--- config.mk ---
export PLATFORM = sky130hd
export DESIGN_NAME = target_addr_unit
export DESIGN_NICKNAME = d
export VERILOG_FILES = /design/src/rtl/tau_pkg.sv /design/src/rtl/tau_calc.sv /design/src/rtl/tau_ptr_fetch.sv /design/src/rtl/target_addr_unit.sv
export SDC_FILE = /design/constraint.sdc
export NUM_CORES = 1
export LEC_CHECK = 0
export BUFFER_PORTS_ARGS = -buffer_cell sky130_fd_sc_hd__buf_2
export CAP_MARGIN = 5
export CORE_ASPECT_RATIO = 1.25
export CORE_MARGIN = 4
export CORE_UTILIZATION = 46
export CTS_BUF_LIST = sky130_fd_sc_hd__clkbuf_4 sky130_fd_sc_hd__clkbuf_8
export DETAILED_ROUTE_END_ITERATION = 16
export MAX_ROUTING_LAYER = met4
export PLACE_DENSITY = 0.83
export SLEW_MARGIN = 20
export SYNTH_ARGS = -nofsm -noshare
export SYNTH_HDL_FRONTEND = slang
export SYNTH_SLANG_ARGS = --single-unit
--- constraint.sdc ---
create_clock -name clk -period 3.47 [get_ports clk]
set_input_delay 0.347 -clock clk [delete_from_list [all_inputs] [get_ports clk]]
set_output_delay 0.347 -clock clk [all_outputs]
set_load 0.03 [all_outputs]
--- src/rtl/tau_pkg.sv ---
package tau_pkg;
  typedef enum logic [3:0] {
    M_IMM8   = 4'd0,
    M_IMM16  = 4'd1,
    M_BITNUM = 4'd2,
    M_TRAP   = 4'd3,
    M_ABS8   = 4'd4,
    M_ABS16  = 4'd5,
    M_ABS24  = 4'd6,
    M_REL8   = 4'd7,
    M_REL16  = 4'd8,
    M_PTR    = 4'd9
  } tau_mode_e;

  typedef enum logic [1:0] {
    S_IDLE = 2'd0,
    S_WAIT = 2'd1,
    S_DONE = 2'd2
  } tau_state_e;
endpackage

--- src/rtl/tau_calc.sv ---
module tau_calc
  import tau_pkg::*;
#(
  parameter int ADDR_W    = 24,
  parameter int FIELD_W   = 24,
  parameter logic [ADDR_W-1:0] TRAP_BASE = 24'h000010
) (
  input  tau_mode_e          mode,
  input  logic [FIELD_W-1:0] field,
  input  logic [ADDR_W-1:0]  next_pc,
  output logic [ADDR_W-1:0]  addr,
  output logic               is_branch
);
  localparam int HI8  = ADDR_W - 8;
  localparam int HI16 = ADDR_W - 16;

  logic [ADDR_W-1:0] sx8, sx16, trap_off;

  always_comb begin
    sx8      = {{HI8{field[7]}}, field[7:0]};
    sx16     = {{HI16{field[15]}}, field[15:0]};
    trap_off = {{(ADDR_W-4){1'b0}}, field[1:0], 2'b00};
    is_branch = 1'b0;
    case (mode)
      M_IMM8:   addr = {{HI8{1'b0}}, field[7:0]};
      M_IMM16:  addr = {{HI16{1'b0}}, field[15:0]};
      M_BITNUM: addr = {{(ADDR_W-3){1'b0}}, field[2:0]};
      M_TRAP:   addr = TRAP_BASE + trap_off;
      M_ABS8:   addr = {{HI16{1'b0}}, 8'hFF, field[7:0]};
      M_ABS16:  addr = {{HI16{1'b0}}, field[15:0]};
      M_ABS24:  addr = field[ADDR_W-1:0];
      M_REL8: begin
        addr      = next_pc + sx8;
        is_branch = 1'b1;
      end
      M_REL16: begin
        addr      = next_pc + sx16;
        is_branch = 1'b1;
      end
      default:  addr = '0;
    endcase
  end
endmodule

--- src/rtl/tau_ptr_fetch.sv ---
module tau_ptr_fetch
  import tau_pkg::*;
#(
  parameter int ADDR_W = 24,
  parameter int DATA_W = 32,
  parameter int PTR_W  = 8
) (
  input  logic              clk,
  input  logic              rst_n,
  input  logic              launch,
  input  logic [PTR_W-1:0]  ptr,
  input  logic              mem_rvalid,
  input  logic [DATA_W-1:0] mem_rdata,
  output logic              busy,
  output logic              fin,
  output logic [ADDR_W-1:0] tgt,
  output logic              mem_req,
  output logic [ADDR_W-1:0] mem_addr
);
  tau_state_e        state_q, state_d;
  logic [PTR_W-1:0]  ptr_q;
  logic [ADDR_W-1:0] tgt_q;
  logic              ptr_en, tgt_en;

  always_comb begin
    state_d = state_q;
    ptr_en  = 1'b0;
    tgt_en  = 1'b0;
    case (state_q)
      S_IDLE: if (launch) begin
        state_d = S_WAIT;
        ptr_en  = 1'b1;
      end
      S_WAIT: if (mem_rvalid) begin
        state_d = S_DONE;
        tgt_en  = 1'b1;
      end
      default: state_d = S_IDLE;
    endcase
  end

  always_ff @(posedge clk or negedge rst_n) begin
    if (!rst_n) state_q <= S_IDLE;
    else        state_q <= state_d;
  end

  always_ff @(posedge clk or negedge rst_n) begin
    if (!rst_n)      ptr_q <= '0;
    else if (ptr_en) ptr_q <= ptr;
  end

  always_ff @(posedge clk or negedge rst_n) begin
    if (!rst_n)      tgt_q <= '0;
    else if (tgt_en) tgt_q <= mem_rdata[ADDR_W-1:0];
  end

  assign busy     = (state_q != S_IDLE);
  assign fin      = (state_q == S_DONE);
  assign tgt      = tgt_q;
  assign mem_req  = (state_q == S_WAIT);
  assign mem_addr = {{(ADDR_W-PTR_W){1'b0}}, ptr_q};

  a_r9_req_held: assert property (@(posedge clk) disable iff (!rst_n)
    mem_req && !mem_rvalid |=> mem_req && $stable(mem_addr));
  a_r9_ptr_page: assert property (@(posedge clk) disable iff (!rst_n)
    mem_req |-> mem_addr[ADDR_W-1:PTR_W] == '0);
  a_r10_fin_after_resp: assert property (@(posedge clk) disable iff (!rst_n)
    mem_req && mem_rvalid |=> fin && !mem_req);
  a_r10_fin_one_cycle: assert property (@(posedge clk) disable iff (!rst_n)
    fin |=> !fin);
endmodule

--- src/rtl/target_addr_unit.sv ---
module target_addr_unit
  import tau_pkg::*;
#(
  parameter int ADDR_W  = 24,
  parameter int FIELD_W = 24,
  parameter int DATA_W  = 32,
  parameter int PTR_W   = 8,
  parameter logic [ADDR_W-1:0] TRAP_BASE = 24'h000010
) (
  input  logic              clk,
  input  logic              rst_n,
  input  logic              start,
  input  logic [3:0]        mode,
  input  logic [FIELD_W-1:0] field,
  input  logic [ADDR_W-1:0] next_pc,
  output logic              busy,
  output logic              done,
  output logic [ADDR_W-1:0] result,
  output logic              misalign,
  output logic              mem_req,
  output logic [ADDR_W-1:0] mem_addr,
  input  logic              mem_rvalid,
  input  logic [DATA_W-1:0] mem_rdata
);
  logic [1:0]        rst_sync_q;
  logic              rst_q_n;
  tau_mode_e         mode_e;
  logic [ADDR_W-1:0] calc_addr, tgt;
  logic              calc_branch, fin, launch, quick;

  always_ff @(posedge clk or negedge rst_n) begin
    if (!rst_n) rst_sync_q <= 2'b00;
    else        rst_sync_q <= {rst_sync_q[0], 1'b1};
  end
  assign rst_q_n = rst_sync_q[1];

  assign mode_e = tau_mode_e'(mode);
  assign launch = start && !busy && (mode_e == M_PTR);
  assign quick  = start && !busy && (mode_e != M_PTR) && rst_q_n;

  tau_calc #(.ADDR_W(ADDR_W), .FIELD_W(FIELD_W), .TRAP_BASE(TRAP_BASE)) u_calc (
    .mode(mode_e), .field(field), .next_pc(next_pc),
    .addr(calc_addr), .is_branch(calc_branch)
  );

  tau_ptr_fetch #(.ADDR_W(ADDR_W), .DATA_W(DATA_W), .PTR_W(PTR_W)) u_fetch (
    .clk(clk), .rst_n(rst_q_n), .launch(launch), .ptr(field[PTR_W-1:0]),
    .mem_rvalid(mem_rvalid), .mem_rdata(mem_rdata),
    .busy(busy), .fin(fin), .tgt(tgt),
    .mem_req(mem_req), .mem_addr(mem_addr)
  );

  assign done     = fin || quick;
  assign result   = fin ? tgt : calc_addr;
  assign misalign = fin ? tgt[0] : (quick && calc_branch && calc_addr[0]);

  a_r7_misalign_with_done: assert property (@(posedge clk) disable iff (!rst_q_n)
    misalign |-> done);
  a_r7_misalign_odd: assert property (@(posedge clk) disable iff (!rst_q_n)
    misalign |-> result[0]);
  a_r11_no_done_waiting: assert property (@(posedge clk) disable iff (!rst_q_n)
    mem_req |-> !done);
  a_r12_quiet_in_reset: assert property (@(posedge clk)
    !rst_q_n |-> !done && !busy && !mem_req);
endmodule

# Word-level counts from Yosys, hierarchy flattened
# Cells that the tools add are included.
[op_classes]
reduce_logical = 14
n_eq_ne = 14
addsub = 3
n_mux = 11
[op_table]
columns = ["operator", "n"]
rows = [
  ["24-bit case mux with 8 select lines", 1],
  ["24-bit adder", 2],
  ["24-bit two-way mux", 1],
  ["4-bit by 3-bit equality test with 1-bit output, second input constant", 4],
  ["4-bit by 2-bit equality test with 1-bit output, second input constant", 2],
  ["4-bit equality test, second input constant", 2],
  ["5-bit by 4-bit adder with 6-bit output, first input constant", 1],
  ["1-bit logical AND", 6],
  ["1-bit two-way mux", 6],
  ["4-bit by 1-bit equality test with 1-bit output, second input constant", 1],
  ["4-bit zero test", 1],
  ["2-bit two-way mux", 2],
  ["4-bit inequality test, second input constant", 1],
  ["2-bit case mux with 2 select lines", 1],
  ["2-bit OR reduction", 2],
  ["2-bit by 1-bit equality test with 1-bit output, second input constant", 1],
  ["2-bit equality test, second input constant", 1],
  ["2-bit zero test", 1],
  ["2-bit by 1-bit inequality test with 1-bit output, second input constant", 1],
  ["2-bit inequality test, second input constant", 1],
  ["2-bit AND reduction", 1],
  ["2-bit nonzero test", 1],
  ["1-bit zero test", 1],
  ["1-bit logical OR", 1],
]
[totals]
word_cells = 46
regBits = 36
inputBits = 88

# Depth between registers and ports, before layout
# Gate-level depths: netlist of run 1.
[depth]
word_depth = 8
depth_mapped = 14

# Cells and area by module
# Synthesis of run 1 repeated with hierarchy kept, for this count alone.
[hier_totals]
hier_cells = 395
hier_area_um2 = 3641.0
[modules_own_cells]
columns = ["mod", "cells_per_inst", "seq_area_each_um2", "area_per_inst_um2", "n_inst"]
rows = [
  ["tau_calc", 263, 0.0, 1715.4, 1],
  ["tau_ptr_fetch", 94, 850.8, 1442.6, 1],
  ["target_addr_unit", 38, 50.0, 483.0, 1],
]

# Worst setup path before layout of run 1
# OpenSTA, ideal clock, no wires.
[synth_path]
kind = "input to output"
startpoint = "input port mode[2]"
endpoint = "output port result[22]"
path_stages = 14
setup_slack_ns = -0.452
required_ns = 3.123
arrival_time_ns = 3.575
path_buffers = 2
path_cell_list = "clkbuf_1 -> nand2b_1 -> or3_1 -> nand2_1 -> nand2_1 -> ha_1 -> clkbuf_1 -> nand3_1 -> nor2_1 -> and3_1 -> nor2b_1 -> a2111oi_2 -> xor2_1 -> o21ai_0"
[synth_between]
elab_chain_cells = 4
elab_cells_between_ends = 12
[synth_lines]
columns = ["element", "line", "text"]
rows = [
  ["from (decl)", "target_addr_unit.sv:13", "input logic [3:0] mode,"],
  ["4-bit by 1-bit equality test with 1-bit output / 4-bit by 3-bit equality test with 1-bit output (equally long branches)", "tau_calc.sv:24", "case (mode)"],
  ["2-bit OR reduction (no line)", "n/a", ""],
  ["24-bit case mux with 8 select lines (*)", "tau_calc.sv:24", ""],
  ["24-bit two-way mux (*)", "target_addr_unit.sv:54", "assign result = fin ? tgt : calc_addr;"],
  ["to (decl)", "target_addr_unit.sv:18", "output logic [ADDR_W-1:0] result,"],
]
# Mark *: on every way between the ends. The rest lies on a longest branch, timed or not.

# Worst setup path after layout of run 1
[layout_path]
startpoint = "input port mode[2]"
endpoint = "output port result[23]"
# Same word-level chain as after synthesis.

==> results of run 1 <==
==> metrics by stage <==
step	hold slack (ps)	instance area, sq um	setup TNS (ps)	instances
floorplan	51.4	3480	0	412
global placement	132	4260	-251	622
detailed placement	136	4260	-356	622
CTS	287	4400	0	630
global route	274	4570	-273	635
finish	266	4570	0	635
==> cell usage in the layout (no fill, tap or decap), types with 6 or more instances in the layout <==
master / n
sky130_fd_sc_hd__ha_1: 18
sky130_fd_sc_hd__mux2_2: 31
sky130_fd_sc_hd__conb_1: 17
sky130_fd_sc_hd__buf_2: 107
sky130_fd_sc_hd__nand3_1: 7
sky130_fd_sc_hd__a21oi_1: 29
sky130_fd_sc_hd__a22o_1: 7
sky130_fd_sc_hd__nor2b_1: 7
sky130_fd_sc_hd__nand2_1: 45
sky130_fd_sc_hd__o21ai_0: 27
sky130_fd_sc_hd__buf_4: 44
sky130_fd_sc_hd__xnor2_1: 8
sky130_fd_sc_hd__inv_1: 13
sky130_fd_sc_hd__dfrtp_1: 36
sky130_fd_sc_hd__a22oi_1: 15
sky130_fd_sc_hd__o21ai_1: 6
sky130_fd_sc_hd__nor2_1: 14
sky130_fd_sc_hd__xor2_1: 11
sky130_fd_sc_hd__o21ai_2: 8
==> report_power, final <==
group          total, mW  switching, mW  internal [mW]  leakage, nW
clock              0.286          0.141          0.144       0.0445
sequential         0.604         0.0665          0.538        0.442
combinational      0.816          0.454          0.362         1.76
total               1.71          0.662           1.04         2.24
==> worst max path at each step <==
stage	from	to	slack, ps	cells past startpoint
final	mode[2]	result[23]	30	14
after global routing	mode[2]	result[22]	-90	16
after CTS	mode[2]	result[20]	20	15
after detailed placement	mode[2]	result[20]	-150	14
after global placement	mode[2]	result[20]	-140	14
after floorplan	mode[2]	result[23]	4	13
==> area by class of cell <==
class | instances | area share, %
Tap cell | 90 | 2.46
Multi-Input combinational cell | 331 | 54.5
Clock buffer | 6 | 1.67
Timing Repair Buffer | 158 | 20.5
Inverter | 13 | 1.07
Sequential cell | 36 | 19.7
Clock inverter | 1 | 0.109
==> sequential cells by signal (all words and copies together), names as in the netlist <==
signal and cells:
u_fetch.tgt 24, u_fetch.ptr_q 8, rst_sync_q 2, u_fetch.state_q 2
==> worst max-delay path: stages <==
cell and delay (ps):
sky130_fd_sc_hd__buf_6 100, sky130_fd_sc_hd__nand2b_4 130, sky130_fd_sc_hd__or3_4 350, sky130_fd_sc_hd__nand2_4 110
sky130_fd_sc_hd__nand2_4 60, sky130_fd_sc_hd__ha_4 230, sky130_fd_sc_hd__and4_4 190, sky130_fd_sc_hd__a221o_1 370
sky130_fd_sc_hd__nor4b_4 410, sky130_fd_sc_hd__o31ai_2 120, sky130_fd_sc_hd__a211oi_2 300, sky130_fd_sc_hd__xnor2_1 110
sky130_fd_sc_hd__o21ai_2 130, sky130_fd_sc_hd__buf_6 150
==> timing repair <==
item / in CTS / in global routing
gates resized for setup: 9 / 34
buffers inserted: 0 / 5
pin swaps: 4 / 16
hold buffers: 1 / 0
endpoints found under the setup margin: 8 / 10
cloned: 0 / 0
hold endpoints to repair: 2 / 0
==> metal layers <==
layer	part of all wire, %	vias up
met4	3.9	0
met1	39	1673
met2	50	179
met3	7.2	28
li1	-	1718
met5	0	-
==> logic make-up after synthesis <==
group                    Yosys count
adder cells (fa/ha/maj)           24
XOR/XNOR                          21
AND/OR/NAND/NOR                  104
other                              2
flip-flops                        36
buffers and inverters             45
AO/OA/AOI/OAI                    134
multiplexers                      31
==> run summary, run 1 <==
Outcome -> finished clean
Critical Path Fanout Max -> 6
Post-detailed-route wirelength per cell -> 16.6 microns
Via density per instance -> 5.67
Total count of max-transition violations in the final report -> 0
Area taken by flip-flops and latches -> 901 sq um
First-pass GRT wire length -> 16.4 mm
Floorplan core area -> 7060 sq um
Element type at the critical path end -> output pin
Overall die height -> 104 microns
Total grt overflow -> 0
End of the worst register-to-register path -> u_fetch.tgt[20]$_DFFE_PN0P_
Path category of the worst min-delay check -> reg2async
Layout overhead on the synthesized area -> 35.8%
Layout fillers -> 619
Maximum number of pins on one net before global-route repair -> 36
Final hold violation count -> 0
Gate count of the mapped netlist -> 397
Cell taking the most area after synthesis -> sky130_fd_sc_hd__dfrtp_1
Share of the core filled with cells -> 64.8%
Synth warn -> 0
Leading post-synthesis cells by cell area -> sky130_fd_sc_hd__dfrtp_1, sky130_fd_sc_hd__mux2_2, sky130_fd_sc_hd__ha_1
Met2 usage -> 39.1%
Post-Synth Adder-Cell Area -> 9.14%
Final Critical Period -> 3440 ps
Number of port buffers -> 115
Number of clock sinks -> 36
Synthesized area per cell -> 8.48 sq um
Transition time of the tightest slew-check pin -> 989 ps
Proportion of netlist area held by the largest area contributor -> 26.7%
H-Tree Level Count -> 2
Fraction of the mapped netlist area in compound gates -> 25.7%
Total of max-cap violations -> 0
Classification of the worst setup path -> in2out
Std cell rows -> 34
Clock slew at reported path FFs -> 70 ps
VDD IR-drop max -> 0.254 mV
Initial antenna violation count -> 0
Required time at the endpoint of the critical path -> 3120 ps
Post-synthesis simple-gate area fraction -> 15.5%
Synth cell types -> 56
Post-synthesis sequential element count -> 36
Share of layout cells above drive strength 1 -> 43.7%
Vias in the first global route -> 3,495
Clk_lat worst skew -> 280 ps
Leakage power figure -> 2.24 nW
Post-route DRC -> 0
Share of cell area taken by muxes after synthesis -> 10.4%
Final setup violation count -> 0
Proportion of synthesized flip-flops having asynchronous set or reset -> 100%
GR Layer Usage met3 -> 4.45%
Overall global routing resource usage -> 23.3%
Type of element launching the critical path -> input pin
Final WL -> 10.5 mm
Starting density of the core -> 47.7%
Depth of the worst register-to-register path -> 3
Parity-gate share of the synthesized area counting xor and xnor cells -> 5.46%
Proportion of synthesized chip area in sequential cells -> 26.7%
Inserted Clock Buffers -> 5
Launch point of the worst reg-to-reg path -> u_fetch.state_q[1]$_DFFE_PN0P_
Combined area of all synthesized cells -> 3370 sq um
Routability congestion estimate from global placement -> 0.972
Pre-CTS setup slack -> -154 ps
Clk_skew -> 10.2 ps
Largest family of logic cells by synthesized area -> compound AO/OA/AOI/OAI gates
Met1 GRT Util -> 27.5%
Die Area -> 8760 sq um
Boundary pin count -> 140
Most repeated cell in the gate-level netlist after synthesis -> sky130_fd_sc_hd__nand2_1
Achievable frequency -> 290 MHz
Arrival time of data at the critical path endpoint -> 3100 ps
Most common flop cell mapped by yosys -> sky130_fd_sc_hd__dfrtp_1
Max-slew headroom -> 33.9%
CTS root buffer -> sky130_fd_sc_hd__clkbuf_8
DRT antenna net count -> 0
First-pass iteration count of the detailed router -> 5
Smallest setup slack after layout -> 26.7 ps
Final Cycle Share -> 99.2%
Multi-input combinational cell area -> 2490 sq um
Chip width -> 84.5 microns
Total design power -> 1.71 mW
Setup repair after global routing missed its margin -> yes
Number of synthesized flops with an enable pin -> 0
Power density over cell area -> 373 nW/um^2
Most used routing layer -> met2
Vias after detailed routing -> 3,598
Antenna Cells -> 0
Buffer levels on the longest clock path -> 2
Minimum setup slack among reg-to-reg paths -> 1630 ps
Iteration-0 DRC Markers -> 170
Half-perimeter wire length of the detailed placement result -> 8.40 mm
Clock tree from TritonCTS -> built
Post-layout nets -> 657
Most numerous cell types in the synthesized netlist -> sky130_fd_sc_hd__nand2_1, sky130_fd_sc_hd__o21ai_0, sky130_fd_sc_hd__dfrtp_1
Power figures use the tool's default switching activity.
==> run 2, diff against run 1 <==
--- a/config.mk
+++ b/config.mk
@@ -5,15 +5,16 @@
 export SDC_FILE = /design/constraint.sdc
 export NUM_CORES = 1
 export LEC_CHECK = 0
+export ABC_AREA = 1
 export BUFFER_PORTS_ARGS = -buffer_cell sky130_fd_sc_hd__buf_2
 export CAP_MARGIN = 5
 export CORE_ASPECT_RATIO = 1.25
 export CORE_MARGIN = 4
-export CORE_UTILIZATION = 46
+export CORE_UTILIZATION = 47
 export CTS_BUF_LIST = sky130_fd_sc_hd__clkbuf_4 sky130_fd_sc_hd__clkbuf_8
 export DETAILED_ROUTE_END_ITERATION = 16
 export MAX_ROUTING_LAYER = met4
-export PLACE_DENSITY = 0.83
+export PLACE_DENSITY = 0.79
 export SLEW_MARGIN = 20
 export SYNTH_ARGS = -nofsm -noshare
 export SYNTH_HDL_FRONTEND = slang
==> run 2 against run 1 <==
Net effect: global-route usage increased by 2.2 points; die area increased by 11%; hold slack got worse by 21 ps; total power increased by 0.39%; routed wire length increased by 12%; first-iteration DRC count increased by 95%; clock skew decreased by 2.9 ps; fmax increased by 6.1%; synthesized cell count increased by 73%; register-to-register slack got worse by 40 ps; utilization decreased by 6.5 points; clock power increased by 42%; largest cell class unchanged.
==> run summary, run 2 <==
Post-Route Setup TNS -> 0 ps
VDD IR-drop max -> 0.415 mV
Flip-flop count of the largest register, all copies and words added -> 24
Setup repair after global routing missed its margin -> no
Largest delay contributor family on the critical path -> simple AND/OR/NAND/NOR gates
Hold Crit Start -> mem_rdata[1]
Proportion of synthesized flip-flops having asynchronous set or reset -> 100%
CP max stage delay -> 360 ps
DRT antenna net count -> 0
Most repeated cell in the gate-level netlist after synthesis -> sky130_fd_sc_hd__nand2_1
Proportion of synthesized chip area in sequential cells -> 23.3%
Half-perimeter wire length of the detailed placement result -> 9.83 mm
Share of layout cells above drive strength 1 -> 17.5%
Clk_skew -> 7.32 ps
Required time at the endpoint of the critical path -> 3120 ps
First-pass GRT wire length -> 19.0 mm
Power density over cell area -> 370 nW/um^2
Number of synthesized flops with an enable pin -> 0
Synth warn -> 0
Iteration-0 DRC Markers -> 331
Buffer levels on the longest clock path -> 2
Minimum setup slack among reg-to-reg paths -> 1590 ps
Vias after detailed routing -> 4,482
WHS Endpoint -> u_fetch.tgt[1]$_DFFE_PN0P_
Number of port buffers -> 115
H-Tree Level Count -> 2
Combined area of all synthesized cells -> 3870 sq um
Starting density of the core -> 48.8%
Total grt overflow -> 0
Outcome -> finished clean
Synthesized area per cell -> 5.63 sq um
Overall global routing resource usage -> 25.5%
Inserted Clock Buffers -> 5
Leading post-synthesis cells by cell area -> sky130_fd_sc_hd__nand2_1, sky130_fd_sc_hd__dfrtp_1, sky130_fd_sc_hd__inv_1
Maximum number of pins on one net before global-route repair -> 36
CP dominant cell by count -> sky130_fd_sc_hd__nand2_1
Total design power -> 1.71 mW
Switching part of the total -> 40.7%
Clk network pwr share -> 23.6%
Final hold violation count -> 0
Achievable frequency -> 308 MHz
Number of standard cells in the layout, taps in and fillers out -> 899
Chip width -> 89.2 microns
Antenna Cells -> 0
Die Area -> 9760 sq um
Classification of the worst setup path -> in2out
Vias in the first global route -> 4,203
Slowest cell on the critical path -> sky130_fd_sc_hd__ha_1
Gate count of the mapped netlist -> 687
Proportion of netlist area held by the largest area contributor -> 32.5%
Depth of the worst register-to-register path -> 6
Boundary pin count -> 140
Clk_lat worst skew -> 300 ps
Leakage power figure -> 2.93 nW
Cell count after placement -> 890
Final Critical Period -> 3250 ps
Element type at the critical path end -> output pin
Clock slew at reported path FFs -> 70 ps
Proportion of power drawn by flip-flops and latches -> 34.1%
Total count of max-transition violations in the final report -> 0
Critical Path Fanout Max -> 9
Overall die height -> 109 microns
Combinational Power Share -> 42.3%
Post-detailed-route wirelength per cell -> 13.1 microns
Post-route DRC -> 0
Critical path cell sequence -> buf_2, nor2_1, nand2_4, o21ai_0, inv_1, ha_1, nand2_1, nor2_1, nand3_1, nand3_1, nand2_1, nand3_1, nand3_1, nand2_1, nand2_1, nand2_1, buf_2
Routability congestion estimate from global placement -> 0.963
Most common cell after layout, fill and taps aside -> sky130_fd_sc_hd__nand2_1
Cell-internal power -> 1.02 mW
Path category of the worst min-delay check -> in2reg
CTS root buffer -> sky130_fd_sc_hd__clkbuf_8
Final WL -> 11.8 mm
Post-layout nets -> 915
Final setup violation count -> 0
Cell taking the most area after synthesis -> sky130_fd_sc_hd__nand2_1
Synth cell types -> 34
Number of clock sinks -> 36
Most numerous cell types in the synthesized netlist -> sky130_fd_sc_hd__nand2_1, sky130_fd_sc_hd__inv_1, sky130_fd_sc_hd__dfrtp_1, sky130_fd_sc_hd__nor2_1, sky130_fd_sc_hd__nand3_1
Clock tree from TritonCTS -> built
Initial antenna violation count -> 0
Launch point of the worst reg-to-reg path -> u_fetch.state_q[0]$_DFFE_PN0P_
Total buffers and inverters traversed by the critical path -> 3
Power dissipated by switching net loads -> 0.696 mW
Arrival time of data at the critical path endpoint -> 2900 ps
Max-slew headroom -> 45.1%
End of the worst register-to-register path -> u_fetch.tgt[0]$_DFFE_PN0P_
Hold Crit Depth -> 3
Launching element of the worst setup path -> mode[0]
Type of element launching the critical path -> input pin
Highest-count cells in the layout ignoring fill and taps -> sky130_fd_sc_hd__nand2_1, sky130_fd_sc_hd__buf_2, sky130_fd_sc_hd__inv_1
First-pass iteration count of the detailed router -> 5
Final Cycle Share -> 93.5%
Post-synthesis sequential element count -> 36
Total of max-cap violations -> 0
Floorplan core area -> 7930 sq um
Transition time of the tightest slew-check pin -> 817 ps
Layout overhead on the synthesized area -> 19.5%
Via density per instance -> 4.99
Std cell rows -> 36
Most common flop cell mapped by yosys -> sky130_fd_sc_hd__dfrtp_1
-- run 2: cell count changes after synthesis, moves of 7 or more --
cell | previous run | this run
sky130_fd_sc_hd__nand3_1 | 7 | 35
sky130_fd_sc_hd__xnor2_1 | 10 | 1
sky130_fd_sc_hd__a21oi_1 | 33 | 26
sky130_fd_sc_hd__nor2_1 | 14 | 36
sky130_fd_sc_hd__clkbuf_1 | 15 | 7
sky130_fd_sc_hd__a22oi_1 | 15 | 0
sky130_fd_sc_hd__xor2_1 | 11 | 0
sky130_fd_sc_hd__nor2b_1 | 7 | 0
sky130_fd_sc_hd__inv_1 | 13 | 98
sky130_fd_sc_hd__nand2_1 | 48 | 335
sky130_fd_sc_hd__mux2_2 | 31 | 0
sky130_fd_sc_hd__o21ai_0 | 39 | 24
sky130_fd_sc_hd__a22o_1 | 7 | 0
-- run 2: cell families (layout without fill, tap and decap cells) --
family          Yosys count  count (layout)  synth area share, %
compound gates           67              67                 9.57
xor+xnor                  1               1                0.226
fa+ha+maj                24              24                 7.96
buf+inv                 129             231                 14.2
flops                    36              36                 23.3
other cells               2              17                0.194
simple gates            428             428                 44.5
-- run 2: what timing repair did --
item,CTS,global route
hold endpoints to repair,2,0
endpoints found under the setup margin,0,4
buffers inserted,0,0
resized for setup,0,1
hold buffers,1,0
-- run 2: worst reg2reg max path, delay by kind of cell (launching register included) --
family | cells | cell delay [ps]
compound gates | 1 | 360
flops | 1 | 390
buf+inv | 3 | 930
simple gates | 2 | 110
-- run 2: cell type report --
cell class | count | area (sq um)
clock inverter | 1 | 30.0
multi-input combinational | 537 | 2470
inverter | 103 | 387
tap | 95 | 119
clock buffer | 7 | 96.3
fill | 850 | 3310
sequential | 36 | 901
timing repair buffer | 120 | 616
-- run 2: worst max-delay path by stage --
stage               slack (ps)         end  cells after the start
floorplan                  880  result[21]                     18
global placement           280  result[23]                     20
detailed placement         210  result[23]                     19
CTS                        190  result[23]                     19
global route                20  result[16]                     19
finish                     220  result[17]                     17
-- run 2: power by group through the flow --
stage	clock network (mW)	logic (mW)	registers, mW
6_report	0.405	0.724	0.583
5_1_grt	0.429	0.812	0.591
4_1_cts	0.414	0.721	0.581
3_5_place_dp	0	0.716	0.588
3_3_place_gp	0	0.698	0.584
2_1_floorplan	0	0.478	0.624
-- run 2: per-stage QoR --
stage / instance area, sq um / hold WS (ps) / utilization (%) / worst slack (ps)
2_1_floorplan: 3930 / 51.4 / - / 881
5_1_grt: 4620 / 227 / 58.3 / 17.1
4_1_cts: 4620 / 230 / 58.3 / 195
3_3_place_gp: 4490 / 134 / 56.6 / 284
3_5_place_dp: 4490 / 136 / 56.6 / 206
6_report: 4620 / 245 / 58.3 / 225
-- run 2: routing by layer --
layer	wire (microns)	GRT usage, %	share of wire, %
met4	243	8.19	2.1
met1	5140	32.7	44
met5	0	-	0
met3	717	2.40	6.1
met2	5680	42.1	48
==> run 3, diff against run 2 <==
--- a/config.mk
+++ b/config.mk
@@ -5,16 +5,15 @@
 export SDC_FILE = /design/constraint.sdc
 export NUM_CORES = 1
 export LEC_CHECK = 0
-export ABC_AREA = 1
 export BUFFER_PORTS_ARGS = -buffer_cell sky130_fd_sc_hd__buf_2
 export CAP_MARGIN = 5
 export CORE_ASPECT_RATIO = 1.25
 export CORE_MARGIN = 4
-export CORE_UTILIZATION = 47
+export CORE_UTILIZATION = 46
 export CTS_BUF_LIST = sky130_fd_sc_hd__clkbuf_4 sky130_fd_sc_hd__clkbuf_8
 export DETAILED_ROUTE_END_ITERATION = 16
 export MAX_ROUTING_LAYER = met4
-export PLACE_DENSITY = 0.79
+export PLACE_DENSITY = 0.8
 export SLEW_MARGIN = 20
 export SYNTH_ARGS = -nofsm -noshare
 export SYNTH_HDL_FRONTEND = slang
==> run 3 against run 2 <==
Net effect: worst setup slack lost 180 ps; count of clock-buffer cells in the layout grew 1; utilization grew 6.4 points; critical path type unchanged; largest power group unchanged; highest routed layer unchanged.
==> run summary, run 3 (same netlist as run 1, synthesis figures left out) <==
Clk_skew -> 5.91 ps
Total of max-cap violations -> 0
Depth of the worst register-to-register path -> 3
Post-detailed-route wirelength per cell -> 16.8 microns
Overall die height -> 104 microns
Std cell rows -> 34
Vias in the first global route -> 3,615
Flip-flop count of the largest register, all copies and words added -> 24
Final Critical Period -> 3420 ps
Setup repair after global routing missed its margin -> yes
Total grt overflow -> 0
First-pass iteration count of the detailed router -> 5
Critical path destination -> result[21]
Boundary pin count -> 140
Die Area -> 8760 sq um
Post-layout nets -> 655
Leakage power figure -> 2.23 nW
Total design power -> 1.73 mW
Minimum setup slack among reg-to-reg paths -> 1550 ps
Pre-CTS setup slack -> -119 ps
Required time at the endpoint of the critical path -> 3120 ps
Slowest cell on the critical path -> sky130_fd_sc_hd__nor4b_4
Number of clock sinks -> 36
Classification of the worst setup path -> in2out
Element type at the critical path end -> output pin
Clk_lat worst skew -> 290 ps
Inserted Clock Buffers -> 5
Starting density of the core -> 47.7%
VDD IR-drop max -> 0.361 mV
Critical path cell sequence -> buf_6, nand2b_4, or3_4, nand2_8, nand2_4, ha_4, and4_4, a221o_1, nor4b_4, nor3_1, a32oi_1, xor2_1, o21ai_2, buf_6
CP dominant cell by count -> sky130_fd_sc_hd__buf_6
Routability congestion estimate from global placement -> 0.960
Overall global routing resource usage -> 23.9%
Final WL -> 10.7 mm
CTS root buffer -> sky130_fd_sc_hd__clkbuf_8
Buffer levels on the longest clock path -> 2
Smallest setup slack after layout -> 48.4 ps
Launch point of the worst reg-to-reg path -> u_fetch.state_q[0]$_DFFE_PN0P_
Layout overhead on the synthesized area -> 35.6%
Type of element launching the critical path -> input pin
Achievable frequency -> 292 MHz
End of the worst register-to-register path -> u_fetch.tgt[18]$_DFFE_PN0P_
Most common cell after layout, fill and taps aside -> sky130_fd_sc_hd__buf_2
Power density over cell area -> 380 nW/um^2
Chip width -> 84.5 microns
Path category of the worst min-delay check -> in2reg
Final setup violation count -> 0
First-pass GRT wire length -> 16.9 mm
Floorplan core area -> 7060 sq um
Share of layout cells above drive strength 1 -> 43.6%
Iteration-0 DRC Markers -> 224
Critical Path Fanout Max -> 7
Final hold violation count -> 0
Post-route DRC -> 0
CP max stage delay -> 390 ps
Outcome -> finished clean
Clock slew at reported path FFs -> 70 ps
Arrival time of data at the critical path endpoint -> 3070 ps
H-Tree Level Count -> 2
Cell count after placement -> 622
Layout fillers -> 636
Transition time of the tightest slew-check pin -> 1070 ps
Number of standard cells in the layout, taps in and fillers out -> 635
Via density per instance -> 5.67
DRT antenna net count -> 0
Clock tree from TritonCTS -> built
Launching element of the worst setup path -> mode[2]
Vias after detailed routing -> 3,603
Maximum number of pins on one net before global-route repair -> 36
Highest-count cells in the layout ignoring fill and taps -> sky130_fd_sc_hd__buf_2, sky130_fd_sc_hd__nand2_1, sky130_fd_sc_hd__buf_4
Number of port buffers -> 115
Total count of max-transition violations in the final report -> 0
Hold Crit Depth -> 2
Max-slew headroom -> 28.6%
Initial antenna violation count -> 1
Final Cycle Share -> 98.6%
Half-perimeter wire length of the detailed placement result -> 8.43 mm
run 3: cell types whose count changed in the layout (fill, tap and decap cells not counted), sizes merged, moves of 11 or more:
cell / delta
nor2: -24
nand3: -28
a22oi: +15
nand2: -290
inv: -88
buf: +34
mux2: +31
xor2: +11
run 3: critical path, delay by kind of cell:
family,cells,cell delay [ps]
and+or+nand+nor,7,1310
buffers and inverters,2,250
adders and majority gates,1,230
AOI/OAI and AO/OA,3,690
xor gates and xnor gates,1,240
run 3: layout make-up:
cell class	instances	area, sq um	area share [%]
multi-input cells	331	2490	54.5
well taps	90	113	2.47
diodes	1	2.50	0.0548
inverters	13	48.8	1.07
flip-flops and latches	36	901	19.7
clock buffers	8	97.6	2.14
repair buffers	156	918	20.1
run 3: how the worst min path moves through the flow:
stage	start	endpoint	slack, ps
after floorplan	rst_n	rst_sync_q[0]$_DFF_PN0_	50
after global placement	rst_n	rst_sync_q[0]$_DFF_PN0_	130
after detailed placement	rst_n	rst_sync_q[1]$_DFF_PN0_	140
after CTS	mem_rvalid	u_fetch.state_q[0]$_DFFE_PN0P_	260
after global routing	mem_rvalid	u_fetch.state_q[0]$_DFFE_PN0P_	270
final	mem_rvalid	u_fetch.state_q[0]$_DFFE_PN0P_	260
run 3: what timing repair did:
action / CTS / global route
resized for setup: 9 / 30
buffers inserted: 1 / 2
endpoints found under the hold margin: 2 / 0
hold buffers: 1 / 0
pin swaps: 7 / 19
endpoints found under the setup margin: 7 / 11
run 3: stage by stage:
stage               util [%]  TNS [ps]  cell area (sq um)  hold slack [ps]
floorplan                  -         0               3480             51.4
global placement        60.4      -238               4260              132
detailed placement      60.4      -533               4260              137
CTS                     62.5     -16.7               4420              258
global route            64.7     -94.8               4570              268
finish                  64.7         0               4570              261
run 3: report_power, final:
group	internal (mW)	switching, mW
clock network	0.178	0.144
logic	0.358	0.453
registers	0.537	0.0648
total	1.07	0.661
run 3: metal layers:
| metal | part of all wire, % | track usage (%) | vias up |
|---|---|---|---|
| met5 | 0 | - | - |
| met1 | 38 | 27.2 | 1676 |
| li1 | - | - | 1723 |
| met2 | 51 | 41.5 | 176 |
| met4 | 3.0 | 7.35 | 0 |
| met3 | 8.2 | 5.00 | 28 |
